===== src/rtl/tbu_pkg.sv =====
package tbu_pkg;

    // kind of one read step of the single pointer
    typedef enum logic [0:0] {
        PH_TRACE  = 1'b0,
        PH_DECODE = 1'b1
    } step_kind_e;

    // column that lies 'back' positions before 'head' on a ring of 'ring' columns
    function automatic int unsigned wrap_back(input int unsigned head,
                                              input int unsigned back,
                                              input int unsigned ring);
        return (head + ring - (back % ring)) % ring;
    endfunction

endpackage


===== src/rtl/tbu_surv_mem.sv =====
module tbu_surv_mem #(
    parameter int NS   = 4,
    parameter int NCOL = 16,
    parameter int NRD  = 3
) (
    input  logic                      clk,
    input  logic                      rst_n,
    input  logic                      wr_en,
    input  logic [$clog2(NCOL)-1:0]   wr_col,
    input  logic [NS-1:0]             wr_dec,
    input  logic [NRD-1:0][$clog2(NCOL)-1:0] rd_col,
    output logic [NRD-1:0][NS-1:0]    rd_dec
);
    logic [NCOL-1:0][NS-1:0] mem_d, mem_q;

    always_comb begin
        mem_d = mem_q;
        if (wr_en) mem_d[wr_col] = wr_dec;
    end

    always_ff @(posedge clk or negedge rst_n) begin
        if (!rst_n) mem_q <= '0;
        else        mem_q <= mem_d;
    end

    // one combinational read port per fast step
    for (genvar g = 0; g < NRD; g++) begin : g_rd
        assign rd_dec[g] = mem_q[rd_col[g]];
    end
endmodule


===== src/rtl/tbu_trace_chain.sv =====
module tbu_trace_chain
    import tbu_pkg::*;
#(
    parameter int SW    = 2,
    parameter int DEPTH = 4,
    parameter int SPEED = 3,
    localparam int NS   = 1 << SW,
    localparam int NCOL = (SPEED + 1) * DEPTH,
    localparam int CW   = $clog2(NCOL),
    localparam int OW   = $clog2(DEPTH),
    localparam int SIW  = $clog2(SPEED * DEPTH + 1),
    localparam int TB_STEPS = (SPEED - 1) * DEPTH
) (
    input  logic [SW-1:0]                start_state,
    input  logic [CW-1:0]                head_col,
    input  logic [SIW-1:0]               step0,
    input  logic [SPEED-1:0][NS-1:0]     rd_dec,
    output logic [SPEED-1:0][CW-1:0]     rd_col,
    output logic [SW-1:0]                end_state,
    output logic [SPEED-1:0]             push_en,
    output logic [SPEED-1:0]             push_bit,
    output logic [SPEED-1:0][OW-1:0]     push_ofs
);
    logic [SPEED:0][SW-1:0] st;

    assign st[0]     = start_state;
    assign end_state = st[SPEED];

    for (genvar g = 0; g < SPEED; g++) begin : g_step
        int unsigned idx;
        logic [CW-1:0] col;
        step_kind_e    kind;
        logic [SW:0]   ext;

        always_comb begin
            idx  = 32'(step0) + 32'(g);
            col  = CW'(wrap_back(32'(head_col), idx + 1, NCOL));
            kind = (idx >= TB_STEPS) ? PH_DECODE : PH_TRACE;
        end

        assign rd_col[g]   = col;
        // predecessor: shift left, decision bit enters at the bottom
        assign ext         = {st[g], rd_dec[g][st[g]]};
        assign st[g+1]     = ext[SW-1:0];
        assign push_en[g]  = (kind == PH_DECODE);
        assign push_bit[g] = st[g][SW-1];
        assign push_ofs[g] = OW'(32'(col) % DEPTH);
    end
endmodule


===== src/rtl/tbu_rev_lifo.sv =====
module tbu_rev_lifo #(
    parameter int DEPTH = 4,
    parameter int NPUSH = 3,
    localparam int OW   = $clog2(DEPTH)
) (
    input  logic                       clk,
    input  logic                       rst_n,
    input  logic [NPUSH-1:0]           push_en,
    input  logic [NPUSH-1:0]           push_bit,
    input  logic [NPUSH-1:0][OW-1:0]   push_ofs,
    input  logic                       swap,
    input  logic [OW-1:0]              rd_ofs,
    output logic                       rd_bit
);
    typedef struct packed {
        logic                  fsel;
        logic [1:0][DEPTH-1:0] slot;
    } lifo_t;

    lifo_t cur_q, nxt_d;

    always_comb begin
        nxt_d = cur_q;
        // bits arrive newest first; placing them by column offset reverses them
        for (int m = 0; m < NPUSH; m++) begin
            if (push_en[m]) nxt_d.slot[cur_q.fsel][push_ofs[m]] = push_bit[m];
        end
        if (swap) nxt_d.fsel = ~cur_q.fsel;
    end

    always_ff @(posedge clk or negedge rst_n) begin
        if (!rst_n) cur_q <= '0;
        else        cur_q <= nxt_d;
    end

    assign rd_bit = cur_q.slot[~cur_q.fsel][rd_ofs];
endmodule


===== src/rtl/tbu_onepointer.sv =====
module tbu_onepointer #(
    parameter int K_LEN = 3,
    parameter int TRUNC = 8,
    parameter int SPEED = 3,
    localparam int SW    = K_LEN - 1,
    localparam int NS    = 1 << SW,
    localparam int DEPTH = TRUNC / (SPEED - 1),
    localparam int NBANK = SPEED + 1,
    localparam int NCOL  = NBANK * DEPTH,
    localparam int CW    = $clog2(NCOL),
    localparam int BW    = $clog2(NBANK),
    localparam int OW    = $clog2(DEPTH),
    localparam int FW    = $clog2(SPEED + 1),
    localparam int SIW   = $clog2(SPEED * DEPTH + 1)
) (
    input  logic          clk,
    input  logic          rst_n,
    input  logic          in_valid,
    input  logic [NS-1:0] in_dec,
    input  logic [SW-1:0] in_best,
    output logic          out_valid,
    output logic          out_bit
);
    typedef struct packed {
        logic [BW-1:0] bank;   // bank being written
        logic [OW-1:0] ofs;    // column within that bank
        logic [FW-1:0] full;   // completed banks, saturating at SPEED
        logic [SW-1:0] best;   // best state of the latest column
        logic [SW-1:0] ptr;    // read pointer state
        logic          drain;  // a decoded group is waiting to drain
        logic          ov;
        logic          ob;
    } ctl_t;

    ctl_t cur_q, nxt_d;

    logic                      rd_go, last_col, swap;
    logic [SW-1:0]             start_state, end_state;
    logic [CW-1:0]             head_col, wr_col;
    logic [SIW-1:0]            step0;
    logic [SPEED-1:0][CW-1:0]  rd_col;
    logic [SPEED-1:0][NS-1:0]  rd_dec;
    logic [SPEED-1:0]          chain_push, push_en, push_bit;
    logic [SPEED-1:0][OW-1:0]  push_ofs;
    logic                      lifo_bit;

    always_comb begin
        rd_go       = (cur_q.full == FW'(SPEED));
        last_col    = (cur_q.ofs == OW'(DEPTH - 1));
        start_state = (cur_q.ofs == '0) ? cur_q.best : cur_q.ptr;
        step0       = SIW'(32'(cur_q.ofs) * SPEED);
        head_col    = CW'(32'(cur_q.bank) * DEPTH);
        wr_col      = CW'(32'(cur_q.bank) * DEPTH + 32'(cur_q.ofs));
        swap        = in_valid && last_col && rd_go;
        push_en     = (in_valid && rd_go) ? chain_push : '0;

        nxt_d    = cur_q;
        nxt_d.ov = 1'b0;
        if (in_valid) begin
            nxt_d.best = in_best;
            nxt_d.ov   = cur_q.drain;
            nxt_d.ob   = lifo_bit;
            if (rd_go) nxt_d.ptr = end_state;
            if (last_col) begin
                nxt_d.ofs   = '0;
                nxt_d.bank  = (cur_q.bank == BW'(NBANK - 1)) ? '0 : cur_q.bank + BW'(1);
                nxt_d.drain = rd_go;
                if (!rd_go) nxt_d.full = cur_q.full + FW'(1);
            end else begin
                nxt_d.ofs = cur_q.ofs + OW'(1);
            end
        end
    end

    always_ff @(posedge clk or negedge rst_n) begin
        if (!rst_n) cur_q <= '0;
        else        cur_q <= nxt_d;
    end

    assign out_valid = cur_q.ov;
    assign out_bit   = cur_q.ob;

    tbu_surv_mem #(.NS(NS), .NCOL(NCOL), .NRD(SPEED)) u_mem (
        .clk    (clk),
        .rst_n  (rst_n),
        .wr_en  (in_valid),
        .wr_col (wr_col),
        .wr_dec (in_dec),
        .rd_col (rd_col),
        .rd_dec (rd_dec)
    );

    tbu_trace_chain #(.SW(SW), .DEPTH(DEPTH), .SPEED(SPEED)) u_chain (
        .start_state (start_state),
        .head_col    (head_col),
        .step0       (step0),
        .rd_dec      (rd_dec),
        .rd_col      (rd_col),
        .end_state   (end_state),
        .push_en     (chain_push),
        .push_bit    (push_bit),
        .push_ofs    (push_ofs)
    );

    tbu_rev_lifo #(.DEPTH(DEPTH), .NPUSH(SPEED)) u_lifo (
        .clk      (clk),
        .rst_n    (rst_n),
        .push_en  (push_en),
        .push_bit (push_bit),
        .push_ofs (push_ofs),
        .swap     (swap),
        .rd_ofs   (cur_q.ofs),
        .rd_bit   (lifo_bit)
    );
endmodule


===== config.mk =====
export PLATFORM = sky130hd
export DESIGN_NAME = tbu_onepointer
export DESIGN_NICKNAME = d
export VERILOG_FILES = /design/src/rtl/tbu_pkg.sv /design/src/rtl/tbu_surv_mem.sv /design/src/rtl/tbu_trace_chain.sv /design/src/rtl/tbu_rev_lifo.sv /design/src/rtl/tbu_onepointer.sv
export SDC_FILE = /design/constraint.sdc
export NUM_CORES = 1
export LEC_CHECK = 0
export BUFFER_PORTS_ARGS = -buffer_cell sky130_fd_sc_hd__buf_4
export CAP_MARGIN = 20
export CORE_AREA = 2 2 100 102
export DETAILED_ROUTE_END_ITERATION = 7
export DIE_AREA = 0 0 102 104
export PLACE_DENSITY_LB_ADDON = 0.1
export SYNTH_ARGS = -nofsm -noshare
export SYNTH_HDL_FRONTEND = slang
export SYNTH_SLANG_ARGS = --single-unit

===== constraint.sdc =====
create_clock -name clk -period 5.2 [get_ports clk]
set_input_delay 0.52 -clock clk [delete_from_list [all_inputs] [get_ports clk]]
set_output_delay 0.52 -clock clk [all_outputs]
set_load 0.01 [all_outputs]

==> metrics.md <==
| Metric | Value |
|---|---|
| Proportion of layout cells with a drive suffix above 1 | `32.9%` |
| Post-Syn Nets | `482` |
| Hold Violations, Final | `0` |
| RSZ-0062 raised after global routing | `false` |
| Initial antenna violation count | `0` |
| Syn-to-layout area delta | `6.09%` |
| Max Root-Sink Buffers | `2` |
| Clk Latency, worst-skew pair | `~0.38 ns` |
| Total congestion overflow | `0` |
| Setup Viol. Count Final | `0` |
| ANT cells | `0` |
| Die area | `approximately 11000 um^2` |
| Number of routed nets with antenna violations | `0` |
| CTS tree | `built` |
| Reg2Reg Depth | `12` |
| Crit Path Class | `reg -> reg` |
| Height of the chip | `104 um` |
| Post-CTS Setup Inserts | `0` |
| Setup WS post-layout | `a little over 1 ns` |
| CTS-repair resized insts | `0` |
| Area of placed instances | `5720 um^2` |
| Fill count | `780` |
| Final WL | `14300 um` |
| Vias in the first global route | `3914` |
| Root Driver | `clkbuf_8` |
| Clk slew on worst S/H paths | `0.09 ns` |
| Hold crit path type | `in -> async` |
| Setup_tns | `0 ns` |
| Max Cap Violations | `0` |
| Die width | `102 um` |
| Via Count | `roughly 4000` |
| Drc violations | `0` |
| CTS Buf Count | `9` |
| Drt via density | `6.72` |
| Leading cell type in the layout, fill and taps excluded | `dfrtp_1` |
| H-Tree Depth | `3` |
| Final Slew Violations | `0` |
| Post-synthesis average cell area | `12.2 um^2` |
| Syn Inst Count | `around 460` |
| Gpl congestion | `0.947` |
| Crit Path Max Fanout | `16` |
| Cell variety after synth | `45` |
| Dpl ws | `1.03 ns` |
| Mapped Area | `about 5600 um^2` |
| Syn. warnings | `0` |
| Per-cell routed wire length | `~24 um` |
| I/O pins | `11` |
| Area of the multi-input gates | `3280 um^2` |
| Register bit total from synthesis | `86` |
| Setup Skew | `roughly 0.011 ns` |
| Synth Flop Type | `dfrtp_1` |
| Max_slew headroom | `38.7%` |
| DR pass1 iterations | `5` |
| Starting density of the core | `58.7%` |
| Cell area after layout | `approximately 5900 um^2` |
| Worst EP arrival | `around 4.5 ns` |
| I/O Buffers | `10` |
| Worst EP required | `5.46 ns` |
| CP endpoint kind | `flop` |
| Achievable Freq | `239 MHz` |
| CTS sink count | `between 80 and 90` |
| # nets final | `477` |
| Seq/Total Area, Yosys | `38.4%` |
| Period utilization | `80.6%` |
| Std-Cell Rows | `36` |
| Pin count of the biggest net entering global routing | `53` |
| CTS hold repair buffers | `0` |
| First-pass GRT wire length | `22800 um` |
| Gr usage total | `29.0%` |
| Starting DRC count in detailed routing | `about 380` |
| Crit path time final | `4.19 ns` |
| Post-DP HPWL | `10400 um` |
| FF+latch area | `about 2200 um^2` |
| Most frequent cells in the layout | `dfrtp_1 (85), mux2_2 (77), mux2i_1 (46)` |
| Core region area | `9550 um^2` |
| Async S/R FF share, synth | `100%` |
| Status | `finished, final reports clean` |
| Worst-Margin Slew | `approximately 0.92 ns` |
| EDFF count, synth | `0` |
| Crit path launch type | `flop` |
==> final timing paths <==
path	start	end	slack, ns
max in group asynchronous	rst_n	u_mem.mem_q[61]$_DFFE_PN0P_	4.12
hold / removal	rst_n	cur_q[2]$_DFFE_PN0P_	0.09
setup reg to reg	cur_q[9]$_DFFE_PN0P_	cur_q[3]$_DFFE_PN0P_	1.01
hold reg to reg	cur_q[2]$_DFFE_PN0P_	cur_q[2]$_DFFE_PN0P_	0.48
min in group clk	in_best[1]	cur_q[6]$_DFFE_PN0P_	0.37
setup / recovery	cur_q[9]$_DFFE_PN0P_	cur_q[3]$_DFFE_PN0P_	1.01
==> flip-flops by register name, indices dropped and copies added, names as in the netlist <==
signal        count
out_bit           1
out_valid         1
cur_q            11
u_mem.mem_q      64
u_lifo.cur_q      9
==> cell families (layout without fill, tap and decap cells) <==
| group | count (synthesis) | in the layout | synth area share (%) |
|---|---|---|---|
| AO/OA/AOI/OAI | 54 | 54 | 6.85 |
| XOR/XNOR | 8 | 8 | 1.65 |
| adder cells (fa/ha/maj) | 14 | 14 | 3.12 |
| buffers and inverters | 37 | 37 | 3.21 |
| flip-flops | 86 | 86 | 38.4 |
| multiplexers | 160 | 160 | 38.5 |
| AND/OR/NAND/NOR | 100 | 100 | 8.26 |
==> worst max-delay path: stages, from the launching register on <==
cell and delay (ns):
dfrtp_2 0.41, inv_2 0.22, ha_1 0.30, inv_1 0.20, ha_1 0.43, xor2_2 0.72
mux4_2 0.40, o2111ai_1 0.19, o311ai_1 0.19, a211o_1 0.37, and4_4 0.22, a2111oi_2 0.32
o31ai_1 0.10
==> metrics by stage <==
stage          hold WS, ns  util, %  instances
3_5_place_dp         0.466     59.9        576
2_1_floorplan        0.224        -        459
3_3_place_gp         0.453     59.9        576
5_1_grt              0.142     62.3        592
4_1_cts              0.116     62.3        592
6_report            0.0946     62.3        592
==> synthesized netlist by cell type (all sizes together) (4+ instances only) <==
cell / instances / area share, %
nand3: 21 / 1.9
xnor2: 5 / 0.78
clkbuf: 15 / 1.0
dfrtp: 86 / 38
mux2: 77 / 15
a21oi: 11 / 0.98
o221ai: 9 / 1.4
mux2i: 46 / 8.2
nor2: 28 / 2.0
mux4: 37 / 15
nand2: 32 / 2.1
a22oi: 4 / 0.54
ha: 14 / 3.1
o21ai: 11 / 0.98
buf: 14 / 1.7
inv: 8 / 0.54
==> cell type report <==
type                            instances  share of cell area, %
Clock inverter                          7                   1.72
Inverter                                8                  0.505
Timing Repair Buffer                   13                   1.64
Clock buffer                            9                   2.08
Multi-Input combinational cell        336                   55.1
Tap cell                              133                   2.80
Sequential cell                        86                   36.2
==> routing by layer <==
metal	track usage, %	vias to the layer above	part of all wire, %
met1	39.8	2049	41
li1	-	1742	-
met2	45.6	158	49
met4	12.7	0	3.4
met3	4.57	28	5.9
met5	0	-	0
Power is left out: the tool's default activity adds up to more than one toggle a clock period on the data nets, which glitch-free logic cannot reach.
